===== config.mk =====
export PLATFORM = sky130hd
export DESIGN_NAME = gpio_keyed_bank
export DESIGN_NICKNAME = d
export VERILOG_FILES = /design/src/rtl/gpio_keyed_pkg.sv /design/src/rtl/gpio_key_guard.sv /design/src/rtl/gpio_pin_cfg.sv /design/src/rtl/gpio_edge_irq.sv /design/src/rtl/gpio_keyed_bank.sv
export SDC_FILE = /design/constraint.sdc
export NUM_CORES = 2
export LEC_CHECK = 0
export ABC_AREA = 0
export BUFFER_PORTS_ARGS = -buffer_cell sky130_fd_sc_hd__buf_2
export CAP_MARGIN = 10
export CORE_MARGIN = 1.5
export CORE_UTILIZATION = 24
export DETAILED_ROUTE_END_ITERATION = 8
export SLEW_MARGIN = 40
export SYNTH_ARGS = -nofsm -noshare
export SYNTH_HDL_FRONTEND = slang
export SYNTH_SLANG_ARGS = --single-unit

===== constraint.sdc =====
create_clock -name clk -period 3.26 [get_ports clk]
set_input_delay 0.326 -clock clk [delete_from_list [all_inputs] [get_ports clk]]
set_output_delay 0.326 -clock clk [all_outputs]
set_load 0.03 [all_outputs]

===== src/rtl/gpio_keyed_pkg.sv =====
`timescale 1ns/1ps
package gpio_keyed_pkg;
  localparam int unsigned BANK_PINS = 32;

  localparam logic [11:0] CTRL_BASE = 12'h100;
  localparam logic [11:0] LOCK_BASE = 12'h500;
  localparam logic [11:0] KEY_ADDR  = 12'h520;
  localparam logic [31:0] KEY_WORD  = 32'h00A5_A501;

  // register group selected by address bits [7:5] in the bank region
  typedef enum logic [2:0] {
    GRP_OUT  = 3'd0,
    GRP_IN   = 3'd1,
    GRP_SET  = 3'd2,
    GRP_CLR  = 3'd3,
    GRP_IST  = 3'd4,
    GRP_MSK  = 3'd5,
    GRP_MCL  = 3'd6,
    GRP_NONE = 3'd7
  } grp_e;

  // bit 0 = rising, bit 1 = falling
  typedef enum logic [1:0] {
    TRIG_OFF  = 2'd0,
    TRIG_RISE = 2'd1,
    TRIG_FALL = 2'd2,
    TRIG_ANY  = 2'd3
  } trig_e;

  typedef struct packed {
    logic [3:0] dbnc;
    trig_e      trig;
    logic       dir_in;
  } pin_cfg_t;

  localparam pin_cfg_t CFG_RESET = '{dbnc: 4'd0, trig: TRIG_OFF, dir_in: 1'b1};

  function automatic logic [31:0] cfg_to_word(input pin_cfg_t c);
    return {23'd0, c.dbnc, c.trig, 2'b00, c.dir_in};
  endfunction

  function automatic pin_cfg_t word_to_cfg(input logic [8:0] w);
    pin_cfg_t c;
    c.dir_in = w[0];
    c.trig   = trig_e'(w[4:3]);
    c.dbnc   = w[8:5];
    return c;
  endfunction
endpackage


===== src/rtl/gpio_key_guard.sv =====
`timescale 1ns/1ps
module gpio_key_guard
  import gpio_keyed_pkg::*;
#(
  parameter int NUM_BANKS = 4,
  parameter int BW        = 2
) (
  input  logic                           clk,
  input  logic                           rst_n,
  input  logic                           wr_i,
  input  logic                           key_hit_i,
  input  logic                           lock_hit_i,
  input  logic [BW-1:0]                  bank_i,
  input  logic [31:0]                    wdata_i,
  output logic [NUM_BANKS*BANK_PINS-1:0] lock_o
);
  localparam int NPINS = NUM_BANKS * BANK_PINS;

  logic             armed_q;
  logic [NPINS-1:0] lock_q;

  always_ff @(posedge clk or negedge rst_n) begin
    if (!rst_n) begin
      armed_q <= 1'b0;
    end else if (wr_i) begin
      armed_q <= key_hit_i && (wdata_i == KEY_WORD);
    end
  end

  always_ff @(posedge clk or negedge rst_n) begin
    if (!rst_n) begin
      lock_q <= '1;
    end else if (lock_hit_i && armed_q) begin
      lock_q[int'(bank_i)*BANK_PINS +: BANK_PINS] <= wdata_i;
    end
  end

  assign lock_o = lock_q;

  AST_LOCK_NEEDS_KEY: assert property (@(posedge clk) disable iff (!rst_n)
    !$stable(lock_q) |-> $past(armed_q && lock_hit_i));

  AST_KEY_ONE_SHOT: assert property (@(posedge clk) disable iff (!rst_n)
    (armed_q && lock_hit_i) |=> !armed_q);
endmodule


===== src/rtl/gpio_pin_cfg.sv =====
`timescale 1ns/1ps
module gpio_pin_cfg
  import gpio_keyed_pkg::*;
#(
  parameter int NPINS = 128,
  parameter int PW    = 7
) (
  input  logic               clk,
  input  logic               rst_n,
  input  logic               we_i,
  input  logic [PW-1:0]      idx_i,
  input  pin_cfg_t           wcfg_i,
  input  logic [NPINS-1:0]   lock_i,
  output logic [NPINS-1:0]   dir_in_o,
  output logic [2*NPINS-1:0] trig_o,
  output logic [31:0]        rdata_o
);
  pin_cfg_t cfg_q [NPINS];

  for (genvar p = 0; p < NPINS; p++) begin : g_pin
    always_ff @(posedge clk or negedge rst_n) begin
      if (!rst_n) begin
        cfg_q[p] <= CFG_RESET;
      end else if (we_i && (int'(idx_i) == p) && !lock_i[p]) begin
        cfg_q[p] <= wcfg_i;
      end
    end

    assign dir_in_o[p]     = cfg_q[p].dir_in;
    assign trig_o[2*p +: 2] = cfg_q[p].trig;

    AST_CFG_LOCKED: assert property (@(posedge clk) disable iff (!rst_n)
      lock_i[p] |=> $stable(cfg_q[p]));
  end

  always_comb begin
    rdata_o = '0;
    if (int'(idx_i) < NPINS) rdata_o = cfg_to_word(cfg_q[idx_i]);
  end
endmodule


===== src/rtl/gpio_edge_irq.sv =====
`timescale 1ns/1ps
module gpio_edge_irq
  import gpio_keyed_pkg::*;
#(
  parameter int NUM_BANKS = 4,
  parameter int BW        = 2
) (
  input  logic                             clk,
  input  logic                             rst_n,
  input  logic [NUM_BANKS*BANK_PINS-1:0]   pin_i,
  input  logic [NUM_BANKS*BANK_PINS-1:0]   dir_in_i,
  input  logic [2*NUM_BANKS*BANK_PINS-1:0] trig_i,
  input  logic                             ist_wr_i,
  input  logic                             msk_set_i,
  input  logic                             msk_clr_i,
  input  logic [BW-1:0]                    bank_i,
  input  logic [31:0]                      wdata_i,
  output logic [NUM_BANKS*BANK_PINS-1:0]   sync_o,
  output logic [NUM_BANKS*BANK_PINS-1:0]   ist_o,
  output logic [NUM_BANKS*BANK_PINS-1:0]   msk_o,
  output logic                             irq_o
);
  localparam int NPINS = NUM_BANKS * BANK_PINS;

  logic [NPINS-1:0] s1_q, s2_q, prev_q;
  logic [NPINS-1:0] ist_q, msk_q;
  logic [NPINS-1:0] hit, wvec;

  always_ff @(posedge clk or negedge rst_n) begin
    if (!rst_n) begin
      s1_q   <= '0;
      s2_q   <= '0;
      prev_q <= '0;
    end else begin
      s1_q   <= pin_i;
      s2_q   <= s1_q;
      prev_q <= s2_q;
    end
  end

  for (genvar p = 0; p < NPINS; p++) begin : g_edge
    assign hit[p] = dir_in_i[p] &
                    ((trig_i[2*p]   &  s2_q[p] & ~prev_q[p]) |
                     (trig_i[2*p+1] & ~s2_q[p] &  prev_q[p]));
  end

  always_comb begin
    wvec = '0;
    wvec[int'(bank_i)*BANK_PINS +: BANK_PINS] = wdata_i;
  end

  always_ff @(posedge clk or negedge rst_n) begin
    if (!rst_n) begin
      ist_q <= '0;
      msk_q <= '1;
    end else begin
      ist_q <= (ist_q & ~(ist_wr_i ? wvec : '0)) | hit;
      if (msk_set_i)      msk_q <= msk_q | wvec;
      else if (msk_clr_i) msk_q <= msk_q & ~wvec;
    end
  end

  assign sync_o = s2_q;
  assign ist_o  = ist_q;
  assign msk_o  = msk_q;
  assign irq_o  = |(ist_q & ~msk_q);

  AST_NO_STATUS_ON_OUTPUT: assert property (@(posedge clk) disable iff (!rst_n)
    ((ist_q & ~$past(ist_q) & ~$past(dir_in_i)) == '0));

  AST_STATUS_NEEDS_EDGE: assert property (@(posedge clk) disable iff (!rst_n)
    ((ist_q & ~$past(ist_q) & ~$past(s2_q ^ prev_q)) == '0));
endmodule


===== src/rtl/gpio_keyed_bank.sv =====
`timescale 1ns/1ps
module gpio_keyed_bank
  import gpio_keyed_pkg::*;
#(
  parameter int NUM_BANKS = 4
) (
  input  logic                   clk,
  input  logic                   rst_n,
  input  logic                   bus_valid,
  input  logic                   bus_write,
  input  logic [11:0]            bus_addr,
  input  logic [31:0]            bus_wdata,
  output logic [31:0]            bus_rdata,
  output logic                   bus_rvalid,
  input  logic [NUM_BANKS*32-1:0] pin_in,
  output logic [NUM_BANKS*32-1:0] pin_out,
  output logic [NUM_BANKS*32-1:0] pin_oe,
  output logic                   irq
);
  localparam int NPINS = NUM_BANKS * BANK_PINS;
  localparam int BW    = (NUM_BANKS > 1) ? $clog2(NUM_BANKS) : 1;
  localparam int PW    = $clog2(NPINS);

  // address decode
  logic          wr_en, rd_en, aligned, bank_ok;
  logic [2:0]    a_bank;
  logic [BW-1:0] bsel;
  grp_e          grp;
  logic          in_bank, in_lock, in_key, in_ctrl;
  logic [PW-1:0] pin_idx;

  assign wr_en   = bus_valid & bus_write;
  assign rd_en   = bus_valid & ~bus_write;
  assign aligned = (bus_addr[1:0] == 2'b00);
  assign a_bank  = bus_addr[4:2];
  assign bank_ok = (int'(a_bank) < NUM_BANKS);
  assign bsel    = a_bank[BW-1:0];
  assign grp     = grp_e'(bus_addr[7:5]);
  assign in_bank = aligned && (bus_addr[11:8] == 4'h0) && bank_ok;
  assign in_lock = aligned && (bus_addr[11:5] == LOCK_BASE[11:5]) && bank_ok;
  assign in_key  = (bus_addr == KEY_ADDR);
  assign in_ctrl = aligned && (bus_addr >= CTRL_BASE) &&
                   (int'(bus_addr) < int'(CTRL_BASE) + 4 * NPINS);
  assign pin_idx = PW'((bus_addr - CTRL_BASE) >> 2);

  logic set_we, clr_we, ist_we, msk_set, msk_clr;
  assign set_we  = wr_en && in_bank && (grp == GRP_SET);
  assign clr_we  = wr_en && in_bank && (grp == GRP_CLR);
  assign ist_we  = wr_en && in_bank && (grp == GRP_IST);
  assign msk_set = wr_en && in_bank && (grp == GRP_MSK);
  assign msk_clr = wr_en && in_bank && (grp == GRP_MCL);

  // sub-blocks
  logic [NPINS-1:0]   lock_q, dir_in, sync_v, ist_v, msk_v;
  logic [2*NPINS-1:0] trig_v;
  logic [31:0]        cfg_rdata;

  gpio_key_guard #(.NUM_BANKS(NUM_BANKS), .BW(BW)) u_key (
    .clk        (clk),
    .rst_n      (rst_n),
    .wr_i       (wr_en),
    .key_hit_i  (wr_en && in_key),
    .lock_hit_i (wr_en && in_lock),
    .bank_i     (bsel),
    .wdata_i    (bus_wdata),
    .lock_o     (lock_q)
  );

  gpio_pin_cfg #(.NPINS(NPINS), .PW(PW)) u_cfg (
    .clk      (clk),
    .rst_n    (rst_n),
    .we_i     (wr_en && in_ctrl),
    .idx_i    (pin_idx),
    .wcfg_i   (word_to_cfg(bus_wdata[8:0])),
    .lock_i   (lock_q),
    .dir_in_o (dir_in),
    .trig_o   (trig_v),
    .rdata_o  (cfg_rdata)
  );

  gpio_edge_irq #(.NUM_BANKS(NUM_BANKS), .BW(BW)) u_irq (
    .clk       (clk),
    .rst_n     (rst_n),
    .pin_i     (pin_in),
    .dir_in_i  (dir_in),
    .trig_i    (trig_v),
    .ist_wr_i  (ist_we),
    .msk_set_i (msk_set),
    .msk_clr_i (msk_clr),
    .bank_i    (bsel),
    .wdata_i   (bus_wdata),
    .sync_o    (sync_v),
    .ist_o     (ist_v),
    .msk_o     (msk_v),
    .irq_o     (irq)
  );

  // output latch
  logic [NPINS-1:0] out_q, set_v, clr_v;

  always_comb begin
    set_v = '0;
    clr_v = '0;
    if (set_we) set_v[int'(bsel)*BANK_PINS +: BANK_PINS] = bus_wdata;
    if (clr_we) clr_v[int'(bsel)*BANK_PINS +: BANK_PINS] = bus_wdata;
  end

  always_ff @(posedge clk or negedge rst_n) begin
    if (!rst_n) out_q <= '0;
    else        out_q <= (out_q | (set_v & ~lock_q)) & ~(clr_v & ~lock_q);
  end

  assign pin_out = out_q;
  assign pin_oe  = ~dir_in;

  AST_OUT_LOCKED: assert property (@(posedge clk) disable iff (!rst_n)
    (((out_q ^ $past(out_q)) & $past(lock_q)) == '0));

  // read path
  logic [NUM_BANKS-1:0][31:0] out_b, syn_b, ist_b, msk_b, lock_b;
  assign out_b  = out_q;
  assign syn_b  = sync_v;
  assign ist_b  = ist_v;
  assign msk_b  = msk_v;
  assign lock_b = lock_q;

  logic [31:0] rd_mux;
  always_comb begin
    rd_mux = '0;
    if (in_bank) begin
      unique case (grp)
        GRP_OUT, GRP_SET, GRP_CLR: rd_mux = out_b[bsel];
        GRP_IN:                    rd_mux = syn_b[bsel];
        GRP_IST:                   rd_mux = ist_b[bsel];
        GRP_MSK, GRP_MCL:          rd_mux = msk_b[bsel];
        default:                   rd_mux = '0;
      endcase
    end else if (in_ctrl) begin
      rd_mux = cfg_rdata;
    end else if (in_lock) begin
      rd_mux = lock_b[bsel];
    end
  end

  always_ff @(posedge clk or negedge rst_n) begin
    if (!rst_n) begin
      bus_rvalid <= 1'b0;
      bus_rdata  <= '0;
    end else begin
      bus_rvalid <= rd_en;
      if (rd_en) bus_rdata <= rd_mux;
    end
  end

  AST_RVALID_FOLLOWS_READ: assert property (@(posedge clk) disable iff (!rst_n)
    rd_en |=> bus_rvalid);
endmodule


* Word level (Yosys, flattened, before mapping) *
Index checks and enable logic that the tools add are counted.
W data, S select, Z words.

word-level totals
  bits of input ports = 176
  bits in read-only memories = 0
  latch bits = 0
  flip-flop bits (word level) = 1,826
  bits in writable memories = 0
  memories kept = 0

operators by class
  mux-type cells = 23
  magnitude comparators = 5
  equal/unequal tests = 136
  shift operators = 2
  bitwise gates (word level) = 1,044
  div/mod/pow operators = 0
  multiply operators = 0
  reduce and logical (&&, ||, !) cells = 409
  add/subtract/negate cells = 2

operator list
  cell                         count
  $and A128 B128 Y128          7
  $not A128 Y128               6
  $and A1 B1 Y1                642
  $mux W128                    5
  $eq A7 B7 Y1 const B         64
  $or A128 B128 Y128           3
  $bmux W32 S2                 5
  $logic_and A1 B1 Y1          273
  $not A1 Y1                   257
  $mux W32                     8
  $eq A7 B6 Y1 const B         33
  $bwmux W128                  1
  $logic_not A1 Y1             128
  $or A1 B1 Y1                 128
  $pmux W32 S4                 1
  $reduce_or A128 Y1           1
  $shift A32 B34 Y128 const A  1
  $shiftx A32 B34 Y128         1
  $eq A7 B5 Y1 const B         16
  $eq A7 B4 Y1 const B         8
  $bmux W7 S7                  1
  $neg A7 Y34                  1
  $eq A32 B24 Y1 const B       1
  $eq A7 B3 Y1 const B         4
  other kinds (21)             26

* Depth between registers and ports, before layout *
  depth after elaboration = 9
  depth in mapped cells = 11
  gate-level depth less buffers = 7

* Hierarchy *
From an unflattened synthesis, not the netlist that was laid out.

unflattened totals
  cell total of the unflattened synthesis = 6,730
  area, all modules = 86,334.1 um2

by module, submodules not included
  module           instances  area an instance (um2)  cells an instance  sequential area each (um2)
  gpio_pin_cfg     1          45,260.9                3,202              22,581.7
  gpio_edge_irq    1          22,776.8                1,991              16,175.5
  gpio_keyed_bank  1          13,351.6                1,225              4,028.9
  gpio_key_guard   1          4,944.7                 312                3,388.2

* Worst setup path before layout *
OpenSTA, ideal clock, no wires.

  kind = input to register
  start = input bus_addr[3]
  end = register (tool-made name)
  data arrival time = 2.640 ns
  required time = 3.175 ns
  path buffers = 4
  stages = 11
  slack = 0.535 ns
  library setup time = 0.085 ns
  path through = buf_4 -> buf_2 -> buf_4 -> inv_1 -> ha_1 -> nor3_1 -> nand2_1 -> nor2_2 -> buf_4 -> nand2_1 -> mux2_1

RTL lines
  what             line                   text
  start, declared  gpio_keyed_bank.sv:11  input logic [11:0] bus_addr,

* Final worst setup path *
  start = register u_irq.ist_q[59] (netlist: u_irq.ist_o[59])
  end = output irq

between the ends
  cells in the longest elaborated chain, start to end = 2

RTL lines
  what                    line                   text
  start, declared         gpio_edge_irq.sv:26    logic [NPINS-1:0] ist_q, msk_q;
  start signal, assigned  gpio_edge_irq.sv:57    ist_q <= (ist_q & ~(ist_wr_i ? wvec : '0)) | hit;
  $and A128 B128 Y128     gpio_edge_irq.sv:66    assign irq_o = |(ist_q & ~msk_q);
  $reduce_or A128 Y1      gpio_edge_irq.sv:66
  end, declared           gpio_keyed_bank.sv:18  output logic irq

No other way between the ends.

==> run_results.csv <==
group,metric,value,unit
synthesis,ys_seq_area_share,56.03,%
status,status,"finished with violations",
place,dp_hpwl,282.1,mm
worst_setup_path,crit_chain,"inv_1, o22ai_1, a221oi_4, nand4_1, nor4_2, nand2_2, buf_6",
pwr,max-vdd-ir-drop,439.0,uV
finish,final_util,29.80,%
worst_setup_path,worstPathRequired,2930,ps
die,die_x,589.0,um
clock_network,clock_path_buffers,4,
synthesis,synth-edff-count,0,
die,row_count,214,
detailed_routing,via_per_inst,5.226,
place,io_buffers,465,
detailed_routing,drtPass1Iterations,8,
die,io_pins,466,
worst_setup_path,worstPathMaxFanout,2,
synthesis,synth_top_family_by_area,"multiplexers",
timing,setup_ws,-28.04,ps
synthesis,syn_avg_cell_area,12.96,um^2
die,die_y,589.0,um
worst_setup_path,endpoint_kind,"output pin",
worst_setup_path,rr_startpoint,"u_cfg.dir_in_o[76]",
timing,max_freq,304.1,MHz
global_route,grt_pass1_wl,511.2,mm
global_route,overflow,0,
detailed_routing,ant_nets,0,
finish,layout_common_cells,"dfrtp_1 (1405), mux2_2 (989), nand2_1 (847), buf_2 (453), dfstp_2 (384)",
die,core,340900,um^2
synthesis,async_flop_share,100.0,%
synthesis,yosys.area_share.simple,7.206,%
clock_network,cts_root_buf,"clkbuf_16",
timing,hold_violations,0,
finish,layout-drive-gt1-share,41.98,%
timing,skew,140.9,ps
finish,fin_cells,11810,
synthesis,ys_warn_count,0,
synthesis,synth_fp_nets,6541,
worst_setup_path,crit_end,"irq",
synthesis,yosysTopAreaCell,"dfrtp_1",
synthesis,synth-xor-area-share,0.01063,%
detailed_routing,routed_wl,374.4,mm
worst_setup_path,critical_path_class,"reg2out",
job,max_cap_viol_count,0,
clock_network,clkSinkCount,1826,
worst_setup_path,cp_data_arrival_time,2960,ps
worst_setup_path,slowest_delay,470,ps
detailed_routing,drtIter0Drc,7995,
synthesis,synth_mux_area_share,25.04,%
timing,fin_crit_sh,100.9,%
clock_network,cts_buffers,208,
detailed_routing,vias,61730,
synthesis,synthCells,6360,
clock_network,tritoncts,"built",
clock_network,clk_latency,1000,ps
pwr,p_leak,43.26,nW
worst_setup_path,ff2ff_path_depth,7,
synthesis,ys.flop_type,"dfrtp_1",
global_route,grtUsageTotal,21.00,%
worst_setup_path,critPathLaunchType,"register",
synthesis,yosys.area_share.adder,0.07592,%
hold_path,min_path_type,"in2reg",
worst_setup_path,regToRegSetupSlack,510,ps
synthesis,synth_area,82410,um^2
worst_setup_path,r2r-end,"bus_rdata[0]",
timing,fin_crit,3288,ps
synthesis,synth_top_cell_area_share,43.79,%
die,die_area,346900,um^2
place,dp.cells,11180,
clock_network,cts.htree.levels,4,
worst_setup_path,setup.worst_path.start,"u_irq.ist_o[59]",
timing,setup-tns-final,-28.04,ps
timing,worstMarginPinSlew,944.1,ps
place,gp_congestion,1.005,
global_route,grt_pass1_vias,60480,
global_route,grt_antenna_before_repair,46,
timing,setup_viol,1,
worst_setup_path,critPathSlowestCell,"dfrtp_1",
timing,rsz0062_at_grt,"false",
global_route,grt_start_max_net_pins,148,
timing,final_max_slew_viol_count,0,
finish,mostFrequentLayoutCell,"dfrtp_1",
synthesis,ys_types,67,
clock_network,clkTransAtPathRegs,60,ps
timing,slew_headroom,37.06,%
detailed_routing,wire_per_inst,31.70,um
synthesis,synthTopCellsByArea,"dfrtp_1 (44%), mux2_2 (14%), dfstp_2 (12%)",
pwr,cellPowerDensity,506.7,nW/um^2
die,initial_utilization,24.18,%
detailed_routing,drc_errors,0,
finish,syn_to_final_growth,23.26,%
finish,fin_nets,7262,
synthesis,synth-compound-area-share,7.683,%
status,failed_checks,"negative setup slack",
synthesis,ys_ff_latch,1826,
## synthesized netlist by cell type, drive strengths merged (97+ instances only)
library cell / n
mux2i: 104
o22ai: 185
buf: 212
nand2: 850
o21ai: 172
mux4: 355
mux2: 1025
inv: 262
clkbuf: 305
dfrtp: 1442
a21oi: 322
or3: 115
dfstp: 384
nor3b: 131
a22o: 136
a22oi: 97
## logic make-up after synthesis
logic type	count (synthesis)
flip-flops	1826
XOR/XNOR	1
adder cells (fa/ha/maj)	5
buffers and inverters	779
AND/OR/NAND/NOR	1260
AO/OA/AOI/OAI	1005
multiplexers	1484
## power by group
part / total (mW) / switching (mW) / internal (mW)
clock: 25.1 / 10.4 / 14.7
combinational: 3.09 / 2.14 / 0.950
sequential: 23.3 / 0.297 / 23.0
total: 51.5 / 12.8 / 38.6
## cell type report
| class | instances | area (um^2) |
|---|---|---|
| multi-input combinational | 3755 | 33360 |
| tap | 4536 | 5675 |
| sequential | 1826 | 46220 |
| clock buffer | 285 | 5807 |
| clock inverter | 103 | 1466 |
| timing repair buffer | 1028 | 8011 |
| inverter | 262 | 985.9 |
| fill | 34300 | 239300 |
| antenna | 18 | 45.04 |
## repair_timing
action                                  in CTS  in global routing
endpoints found under the hold margin     1209                  0
buffers inserted                             8                  0
endpoints found under the setup margin       1                  1
pin swaps                                   11                  5
gates resized for setup                     73                 14
hold buffers                               215                  0
## metrics by stage
step	total power [mW]	instance area, um^2	worst slack, ps	hold WS [ps]
5_1_grt	52.83	101500	2.361	37.24
2_1_floorplan	24.58	82410	535.5	30.41
3_3_place_gp	26.45	91620	-166.3	216.0
6_report	51.47	101600	-28.04	41.02
3_5_place_dp	26.49	91700	-82.21	211.0
4_1_cts	51.72	101400	-20.86	0.01477
## routing by layer
layer	GRT usage, %	up-vias	part of all wire (%)
met3	5.931	932	11
met1	26.99	32360	39
li1	-	24480	-
met4	14.57	20	8.2
met2	30.46	3945	42
met5	0	-	0.029
## registers in the layout, indices dropped and copies added, names as in the netlist, named ones only
name and count:
bus_rvalid 1, u_irq.sync_o 128, u_cfg.cfg_q 512, u_irq.ist_o 128, bus_rdata 32, u_key.armed_q 1, pin_out 128, u_irq.prev_q 128
u_cfg.dir_in_o 128, u_key.lock_o 128, u_irq.s1_q 128, u_cfg.trig_o 256
## worst min-delay path by stage
stage / start / endpoint / cells after the start
after floorplan: rst_n / bus_rdata[0] / 0
after global placement: rst_n / u_irq.s1_q[91] / 1
after detailed placement: rst_n / u_irq.s1_q[91] / 1
after CTS: pin_in[54] / u_irq.s1_q[54] / 2
after global routing: pin_in[6] / u_irq.s1_q[6] / 2
final: pin_in[56] / u_irq.s1_q[56] / 2
## worst max-delay path, delay by kind of cell, from the launching register on
kind            cells  cell delay, ps
simple gates        3             790
flops               1             470
compound gates      2             410
buf+inv             2             320
Power figures use the tool's default switching activity.
